==> src/rtl/e1ts0_pkg.sv <==
package e1ts0_pkg;
  localparam int TS0_BITS_DEF  = 8;
  localparam int SA_COUNT_DEF  = 5;
  localparam int SA_FIRST_DEF  = 3;

  typedef enum logic {
    FRM_ALIGN    = 1'b0,
    FRM_NONALIGN = 1'b1
  } frame_kind_e;
endpackage

==> src/rtl/ts0_event_flag.sv <==
module ts0_event_flag (
  input  logic clk,
  input  logic rst,
  input  logic set_i,
  input  logic clr_i,
  output logic flag_o
);
  always_ff @(posedge clk) begin
    if (rst)        flag_o <= 1'b0;
    else if (set_i) flag_o <= 1'b1;
    else if (clr_i) flag_o <= 1'b0;
  end

  // set wins, flag sticky otherwise
  assert_flag_set_R3: assert property (@(posedge clk) disable iff (rst)
    set_i |=> flag_o);
  assert_flag_sticky_R10: assert property (@(posedge clk) disable iff (rst)
    (!set_i && !clr_i) |=> $stable(flag_o));
endmodule

==> src/rtl/ts0_rx_capture.sv <==
module ts0_rx_capture #(
  parameter int TS_BITS = e1ts0_pkg::TS0_BITS_DEF,
  localparam int POS_W = $clog2(TS_BITS)
) (
  input  logic               clk,
  input  logic               rst,
  input  logic               bit_en,
  input  logic               in_ts0,
  input  logic               is_naf,
  input  logic [POS_W-1:0]   pos,
  input  logic               data,
  output logic [TS_BITS-1:0] fas_q,
  output logic [TS_BITS-1:0] naf_q,
  output logic               upd_o
);
  import e1ts0_pkg::*;
  localparam logic [POS_W-1:0] LAST_POS = POS_W'(TS_BITS - 1);

  logic [TS_BITS-1:0] fas_stage, naf_stage;
  logic [POS_W-1:0]   idx;
  logic               hit;

  assign idx   = LAST_POS - pos;
  assign hit   = bit_en && in_ts0;
  assign upd_o = hit && (is_naf == FRM_NONALIGN) && (pos == LAST_POS);

  always_ff @(posedge clk) begin
    if (rst) begin
      fas_stage <= '0;
      naf_stage <= '0;
    end else if (hit) begin
      if (is_naf == FRM_NONALIGN) naf_stage[idx] <= data;
      else                        fas_stage[idx] <= data;
    end
  end

  always_ff @(posedge clk) begin
    if (rst) begin
      fas_q <= '0;
      naf_q <= '0;
    end else if (upd_o) begin
      fas_q <= fas_stage;
      naf_q <= {naf_stage[TS_BITS-1:1], data};
    end
  end

  assert_rx_hold_R4: assert property (@(posedge clk) disable iff (rst)
    !upd_o |=> ($stable(fas_q) && $stable(naf_q)));
  assert_rx_last_bit_R2: assert property (@(posedge clk) disable iff (rst)
    upd_o |=> (naf_q[0] == $past(data)));
endmodule

==> src/rtl/ts0_tx_insert.sv <==
module ts0_tx_insert #(
  parameter int TS_BITS  = e1ts0_pkg::TS0_BITS_DEF,
  parameter int SA_COUNT = e1ts0_pkg::SA_COUNT_DEF,
  parameter int SA_FIRST = e1ts0_pkg::SA_FIRST_DEF,
  localparam int POS_W = $clog2(TS_BITS)
) (
  input  logic                clk,
  input  logic                rst,
  input  logic                bit_en,
  input  logic                in_ts0,
  input  logic                is_naf,
  input  logic [POS_W-1:0]    pos,
  input  logic                ser,
  input  logic [TS_BITS-1:0]  host_fas,
  input  logic [TS_BITS-1:0]  host_naf,
  input  logic                si_from_ser,
  input  logic                crc4_en,
  input  logic                ebit_auto,
  input  logic [SA_COUNT-1:0] sa_from_ser,
  output logic                out_bit,
  output logic                sample_o
);
  import e1ts0_pkg::*;
  localparam logic [POS_W-1:0] LAST_POS = POS_W'(TS_BITS - 1);

  logic [TS_BITS-1:0]  work_fas, work_naf, cur_fas;
  logic [POS_W-1:0]    idx;
  logic [SA_COUNT-1:0] sa_hit;
  logic                si_ovr, reg_bit, next_bit;

  assign sample_o = bit_en && in_ts0 && (is_naf == FRM_ALIGN) && (pos == '0);
  assign cur_fas  = sample_o ? host_fas : work_fas;
  assign idx      = LAST_POS - pos;
  assign reg_bit  = (is_naf == FRM_NONALIGN) ? work_naf[idx] : cur_fas[idx];
  assign si_ovr   = (pos == '0) && (si_from_ser || crc4_en || ebit_auto);

  for (genvar i = 0; i < SA_COUNT; i++) begin : g_sa
    assign sa_hit[i] = (is_naf == FRM_NONALIGN) && sa_from_ser[i] &&
                       (pos == POS_W'(SA_FIRST + i));
  end

  always_comb begin
    if (!in_ts0)                 next_bit = ser;
    else if (si_ovr || |sa_hit)  next_bit = ser;
    else                         next_bit = reg_bit;
  end

  always_ff @(posedge clk) begin
    if (rst) begin
      work_fas <= '0;
      work_naf <= '0;
    end else if (sample_o) begin
      work_fas <= host_fas;
      work_naf <= host_naf;
    end
  end

  always_ff @(posedge clk) begin
    if (rst)         out_bit <= 1'b0;
    else if (bit_en) out_bit <= next_bit;
  end

  assert_passthru_R7: assert property (@(posedge clk) disable iff (rst)
    (bit_en && !in_ts0) |=> (out_bit == $past(ser)));
  assert_si_override_R8: assert property (@(posedge clk) disable iff (rst)
    (bit_en && in_ts0 && pos == '0 && (si_from_ser || crc4_en || ebit_auto))
      |=> (out_bit == $past(ser)));
  assert_out_hold_R6: assert property (@(posedge clk) disable iff (rst)
    !bit_en |=> $stable(out_bit));
  assert_sample_only_fas_R5: assert property (@(posedge clk) disable iff (rst)
    !sample_o |=> ($stable(work_fas) && $stable(work_naf)));
endmodule

==> src/rtl/e1_ts0_spare_access.sv <==
module e1_ts0_spare_access #(
  parameter int TS_BITS  = e1ts0_pkg::TS0_BITS_DEF,
  parameter int SA_COUNT = e1ts0_pkg::SA_COUNT_DEF,
  parameter int SA_FIRST = e1ts0_pkg::SA_FIRST_DEF,
  localparam int POS_W = $clog2(TS_BITS)
) (
  input  logic                clk,
  input  logic                rst,
  input  logic                rx_bit_en,
  input  logic                rx_ts0,
  input  logic                rx_naf,
  input  logic [POS_W-1:0]    rx_pos,
  input  logic                rx_data,
  input  logic                rx_flag_clr,
  output logic [TS_BITS-1:0]  rx_fas_byte,
  output logic [TS_BITS-1:0]  rx_naf_byte,
  output logic                rx_flag,
  input  logic                tx_bit_en,
  input  logic                tx_ts0,
  input  logic                tx_naf,
  input  logic [POS_W-1:0]    tx_pos,
  input  logic                tx_ser,
  input  logic [TS_BITS-1:0]  host_fas,
  input  logic [TS_BITS-1:0]  host_naf,
  input  logic                si_from_ser,
  input  logic                crc4_en,
  input  logic                ebit_auto,
  input  logic [SA_COUNT-1:0] sa_from_ser,
  input  logic                tx_flag_clr,
  output logic                tx_out,
  output logic                tx_flag
);
  logic rx_upd, tx_sample;

  ts0_rx_capture #(.TS_BITS(TS_BITS)) u_rx (
    .clk(clk), .rst(rst), .bit_en(rx_bit_en), .in_ts0(rx_ts0),
    .is_naf(rx_naf), .pos(rx_pos), .data(rx_data),
    .fas_q(rx_fas_byte), .naf_q(rx_naf_byte), .upd_o(rx_upd)
  );

  ts0_event_flag u_rx_flag (
    .clk(clk), .rst(rst), .set_i(rx_upd), .clr_i(rx_flag_clr), .flag_o(rx_flag)
  );

  ts0_tx_insert #(.TS_BITS(TS_BITS), .SA_COUNT(SA_COUNT), .SA_FIRST(SA_FIRST)) u_tx (
    .clk(clk), .rst(rst), .bit_en(tx_bit_en), .in_ts0(tx_ts0),
    .is_naf(tx_naf), .pos(tx_pos), .ser(tx_ser),
    .host_fas(host_fas), .host_naf(host_naf),
    .si_from_ser(si_from_ser), .crc4_en(crc4_en), .ebit_auto(ebit_auto),
    .sa_from_ser(sa_from_ser), .out_bit(tx_out), .sample_o(tx_sample)
  );

  ts0_event_flag u_tx_flag (
    .clk(clk), .rst(rst), .set_i(tx_sample), .clr_i(tx_flag_clr), .flag_o(tx_flag)
  );

  assert_rx_flag_R3: assert property (@(posedge clk) disable iff (rst)
    (rx_bit_en && rx_ts0 && rx_naf && rx_pos == POS_W'(TS_BITS - 1)) |=> rx_flag);
  assert_tx_flag_R5: assert property (@(posedge clk) disable iff (rst)
    (tx_bit_en && tx_ts0 && !tx_naf && tx_pos == '0) |=> tx_flag);
endmodule

==> config.mk <==
export PLATFORM = sky130hd
export DESIGN_NAME = e1_ts0_spare_access
export DESIGN_NICKNAME = d
export VERILOG_FILES = /design/src/rtl/e1ts0_pkg.sv /design/src/rtl/ts0_event_flag.sv /design/src/rtl/ts0_rx_capture.sv /design/src/rtl/ts0_tx_insert.sv /design/src/rtl/e1_ts0_spare_access.sv
export SDC_FILE = /design/constraint.sdc
export NUM_CORES = 1
export LEC_CHECK = 0
export BUFFER_PORTS_ARGS = -buffer_cell sky130_fd_sc_hd__buf_2
export CORE_MARGIN = 4
export CORE_UTILIZATION = 50
export CTS_CLUSTER_DIAMETER = 80
export DETAILED_ROUTE_END_ITERATION = 10
export PLACE_DENSITY = 0.77
export SYNTH_ARGS = -nofsm -noshare
export SYNTH_HDL_FRONTEND = slang
export SYNTH_SLANG_ARGS = --single-unit
==> constraint.sdc <==
create_clock -name clk -period 3.72 [get_ports clk]
set_clock_uncertainty 0.2 [all_clocks]
set_input_delay 0.372 -clock clk [delete_from_list [all_inputs] [get_ports clk]]
set_output_delay 0.372 -clock clk [all_outputs]
set_load 0.01 [all_outputs]
Yosys cells after proc, flatten, opt, wreduce, memory -nomap -nowiden

Cells that the tools add are included.

Memories: 0
Memory bits (writable): 0
Bits in read-only memories: 0
Flip-flop bits (word level): 51
Latch bits: 0

Eq/ne operators: 6
Reductions and logical operators: 27
Muxes and demuxes: 16
$mul: 0
Add/subtract/negate cells: 2
Bitwise logic cells: 2
$lt $le $gt $ge: 3
Shift operators: 0
Divide/modulo/power cells: 0

Operator list:

| kind                | count |
|---|---|
| $logic_and 1x1->1   | 18 |
| $bwmux 8            | 2 |
| $eq 3x3->1 const B  | 5 |
| $mux 1              | 10 |
| $lt 3x4->1 const B  | 2 |
| $mux 8              | 1 |
| $bmux 1 s3          | 2 |
| $sub 3x3->3 const A | 2 |
| $reduce_or 5->1     | 1 |
| $reduce_and 2->1    | 2 |
| $reduce_bool 2->1   | 2 |
| $demux 1 s3         | 1 |
| $eq 3x2->1 const B  | 1 |
| $ge 3x1->1 const B  | 1 |
| $logic_not 3->1     | 1 |
| $logic_or 1x1->1    | 3 |
| $not 1->1           | 2 |

Logic depth before layout (Yosys ltp)

Depth in word-level cells: 9
Depth in mapped cells: 7
Gate-level depth less buffers: 5

Modules after synthesis

Synthesis repeated with hierarchy kept, for this count alone.

Cells, all modules: 257
Area total of the unflattened synthesis: 2284.7 µm²

By module, submodules not included:

| module         | instances | area each (µm²) | sequential area each (µm²) | cells each |
|---|---|---|---|---|
| ts0_rx_capture | 1         | 1315.0          | 620.6                      | 146 |
| ts0_tx_insert  | 1         | 892.1           | 340.3                      | 103 |
| ts0_event_flag | 2         | 38.8            | 20.0                       | 4 |

Least setup slack after synthesis

No wires, ideal clock.

Path type: input to register
Start point: input tx_pos[0]
End point: register u_tx.out_bit
Data required time: 3.392 ns
Arrival time: 1.597 ns
Slack: 1.795 ns
Path buffers: 1
Library setup time: 0.128 ns
Stages on the path: 6
Cells stage by stage: buf_2 -> mux4_2 -> mux2_2 -> nand2_1 -> and3_1 -> a2111oi_2

Cells in the longest elaborated chain, start to end: 8

RTL lines:

| what                                                | line                      | source |
|---|---|---|
| start, declared                                     | e1_ts0_spare_access.sv:21 | `input logic [POS_W-1:0] tx_pos,` |
| branches (longest 6 deep; another with $sub 3x3->3) | n/a                       |  |
| $mux 1 *                                            | ts0_tx_insert.sv:44       | `else if (si_ovr \|\| \|sa_hit) next_bit = ser;` |
| $mux 1 *                                            | ts0_tx_insert.sv:43       | `if (!in_ts0) next_bit = ser;` |
| end signal, assigned                                | ts0_tx_insert.sv:60       | `else if (bit_en) out_bit <= next_bit;` |
| end, declared                                       | ts0_tx_insert.sv:20       | `output logic out_bit,` |

Every way passes the cells marked *. The select of a mux whose other input is x is not followed.
A chain may end at the register's enable or synchronous reset.

Worst setup path after layout

Start point: input rx_pos[2]
End point: register u_rx.fas_q[7]

Cells in the longest elaborated chain, start to end: 2

RTL lines:

| what                 | line                      | source |
|---|---|---|
| start, declared      | e1_ts0_spare_access.sv:12 | `input logic [POS_W-1:0] rx_pos,` |
| $eq 3x3->1           | ts0_rx_capture.sv:25      | `assign upd_o = hit && (is_naf == FRM_NONALIGN) && (pos == LAST_POS);` |
| $logic_and 1x1->1    | ts0_rx_capture.sv:25      |  |
| end signal, assigned | ts0_rx_capture.sv:42      | `fas_q <= fas_stage;` |
| end, declared        | ts0_rx_capture.sv:12      | `output logic [TS_BITS-1:0] fas_q,` |

Every way passes these cells.

==> results.sh <==
export IMPL_finalSetupTns_ps=0
export IMPL_dp_hpwl_um=3100
export IMPL_yosysWarnings=0
export IMPL_drive_gt1_frac=0.243
export IMPL_seqPwrFrac=0.580
export IMPL_place_congestion=0.840
export IMPL_start_kind="primary input"
export IMPL_ys_ff_latch=50
export IMPL_synth_yosys_seq_area_share=0.477
export IMPL_syn_area_um2=2100
export IMPL_switchingPower_mw=0.210
export IMPL_path_max_fanout=16
export IMPL_grt_use_met1=0.222
export IMPL_htree_num_levels=2
export IMPL_grt_total_usage=0.175
export IMPL_crit_slowest_cell="nor2_1"
export IMPL_clk_path_buf_depth=2
export IMPL_nFillCells=365
export IMPL_cts_sinks=50
export IMPL_cp_endpoint="u_rx.fas_q[7]$_SDFFE_PP0P_"
export IMPL_tightest_slew_ps=966
export IMPL_antenna_cells=0
export IMPL_ys_flop_type="dfxtp_1"
export IMPL_grt_overflow=0
export IMPL_p_leak_nw=0.968
export IMPL_grt_pass1_vias=1653
export IMPL_max_slew_margin=0.354
export IMPL_vdd_drop_max_v=0.000288
export IMPL_worstRegToRegCells=5
export IMPL_power_density_nw_per_um2=374
export IMPL_cts_tree="done"
export IMPL_critPathRequiredTime_ps=3740
export IMPL_path_class="primary input to flop"
export IMPL_netSwitchingFraction=0.226
export IMPL_grt_busiest_layer="met2"
export IMPL_grt_pass1_wl_um=7350
export IMPL_insertion_delay_ps=300
export IMPL_min_period_over_period=0.479
export IMPL_numCtsBuffers=5
export IMPL_finish_utilization=0.617
export IMPL_crit_start="rx_pos[2]"
export IMPL_period_minus_slack_ps=1780
export IMPL_pwr_share_comb=0.079
export IMPL_initial_core_util=0.521
export IMPL_use_met2=0.286
export IMPL_finalMaxSlewViolations=0
export IMPL_ant_nets=0
export IMPL_dieArea_um2=5300
export IMPL_cts_root_buf="clkbuf_8"
export IMPL_final_cell_mix="nand2_1 (78), buf_2 (60), dfxtp_1 (50)"
export IMPL_area_delta_synth_final_pct=18.5
export IMPL_cts_setup_buffers=0
export IMPL_dr_pass1_iters=4
export IMPL_cap_violations=0
export IMPL_cp_arrival_ps=1800
export IMPL_routed_via_count=1867
export IMPL_synth_cell_type_count=30
export IMPL_dp_cells=355
export IMPL_end_kind="flop"
export IMPL_r2r_start="u_tx.work_fas[2]$_SDFF_PP0_"
export IMPL_fmax_mhz=561
export IMPL_hold_viol_final=0
export IMPL_grtUsageMet3=0.0482
export IMPL_viasPerCell=5.14
export IMPL_antenna_found_initial=0
export IMPL_final_common_cell="nand2_1"
export IMPL_io_pins=61
export IMPL_drc=0
export IMPL_path_clk_slew_ps=80
export IMPL_internal_power_mw=0.720
export IMPL_dieHeight_um=72.8
export IMPL_worst_r2r_endpoint="u_tx.out_bit$_SDFFE_PP0P_"
export IMPL_synth_edf_count=0
export IMPL_hold_buffers=0
export IMPL_cts_resized=0
export IMPL_rows=23
export IMPL_syn_nets=303
export IMPL_core_um2=4030
export IMPL_wl_per_cell_um=12.4
export IMPL_reg2reg_slack_ps=1990
export IMPL_postSynthCellCount=261
export IMPL_status="completed"
export IMPL_synthArstFlopShare=0
export IMPL_nets=354
export IMPL_clkPwrFrac=0.340
export IMPL_grt_max_degree=51
export IMPL_routed_wl_um=4510
export IMPL_final_cells=363
export IMPL_rsz0062_at_grt="no"
export IMPL_io_buffers=60
export IMPL_syn_area_per_cell_um2=8.04
export IMPL_cp_cell_sequence="buf_2, nand4_1, nor2_1, nand2_1, a21oi_1"
export IMPL_drt_iter0_drc=67
export IMPL_die_x_um=72.8
export IMPL_total_power_mw=0.930
export IMPL_finalSetupViolCount=0
export IMPL_hold_path_class="primary input to flop"
export IMPL_critPathMaxStageDelay_ps=810
-- state kept, by name, indices dropped and copies added (netlist names) --
name              count
u_rx.fas_q            8
u_rx.fas_stage        8
u_rx.naf_q            8
u_tx.work_fas         8
u_tx.work_naf         8
u_rx.naf_stage        7
u_rx_flag.flag_o      1
u_tx.out_bit          1
u_tx_flag.flag_o      1
-- layer usage --
metal | routed length, um | share of wire | vias to the layer above
met2 | 1980 | 0.44 | 57
met1 | 2130 | 0.47 | 825
met4 | 66 | 0.015 | 0
li1 | - | - | 980
met5 | 0 | 0 | -
met3 | 339 | 0.075 | 5
-- logic make-up after synthesis --
family                 share of synthesized area
DFF                                        0.477
buffers and inverters                     0.0310
and+or+nand+nor                            0.246
muxes                                     0.0859
AOI/OAI and AO/OA                          0.160
-- power by group through the flow --
stage	Sequential, mW	Clock (mW)	Combinational [mW]
after floorplan	0.553	0	0.0407
after global placement	0.553	0	0.0726
after detailed placement	0.553	0	0.0735
after CTS	0.540	0.330	0.0738
after global routing	0.541	0.349	0.0817
final	0.540	0.317	0.0737
-- metrics by stage --
step	hold WS [ps]	setup slack, ps	instance area (um2)
6_report	104	1940	2490
5_1_grt	94.1	1650	2490
3_3_place_gp	237	1630	2400
2_1_floorplan	228	1800	2100
3_5_place_dp	241	1570	2400
4_1_cts	89.6	1900	2490
-- critical path, delay by kind of cell --
family	cells	cell delay [ps]
simple gates	3	1170
buf+inv	1	100
compound gates	1	160
-- cell type report --
class	instances	area, um2	share of cell area
well taps	50	62.6	0.0252
clock inverters	1	5.00	0.00201
clock buffers	7	86.3	0.0347
repair buffers	60	300	0.121
flip-flops and latches	50	1000	0.402
multi-input cells	195	1030	0.415
-- synth_stat cells (all sizes together) (2+ instances only) --
cell | instances | area share
nand2 | 78 | 0.14
dfxtp | 50 | 0.48
a21oi | 45 | 0.11
nor2 | 19 | 0.034
clkbuf | 13 | 0.023
mux2i | 9 | 0.043
nand2b | 8 | 0.024
o21ai | 8 | 0.019
nor3 | 5 | 0.012
buf | 3 | 0.0077
mux4 | 3 | 0.032
mux2 | 2 | 0.011
nand3 | 2 | 0.0048
nand4b | 2 | 0.0083
-- worst min-delay path by stage --
stage,from,endpoint,cells after the start,slack (ps)
2_1_floorplan,u_rx.fas_stage[0]$_SDFFE_PP0P_,u_rx.fas_q[0]$_SDFFE_PP0P_,2,230
3_3_place_gp,u_rx.naf_stage[4]$_SDFFE_PP0P_,u_rx.naf_q[4]$_SDFFE_PP0P_,2,240
3_5_place_dp,u_rx.fas_stage[1]$_SDFFE_PP0P_,u_rx.fas_q[1]$_SDFFE_PP0P_,2,240
4_1_cts,host_fas[5],u_tx.work_fas[5]$_SDFF_PP0_,3,90
5_1_grt,host_fas[5],u_tx.work_fas[5]$_SDFF_PP0_,3,90
6_report,host_fas[5],u_tx.work_fas[5]$_SDFF_PP0_,3,100
Note: power is estimated with default switching activity, not from simulation.
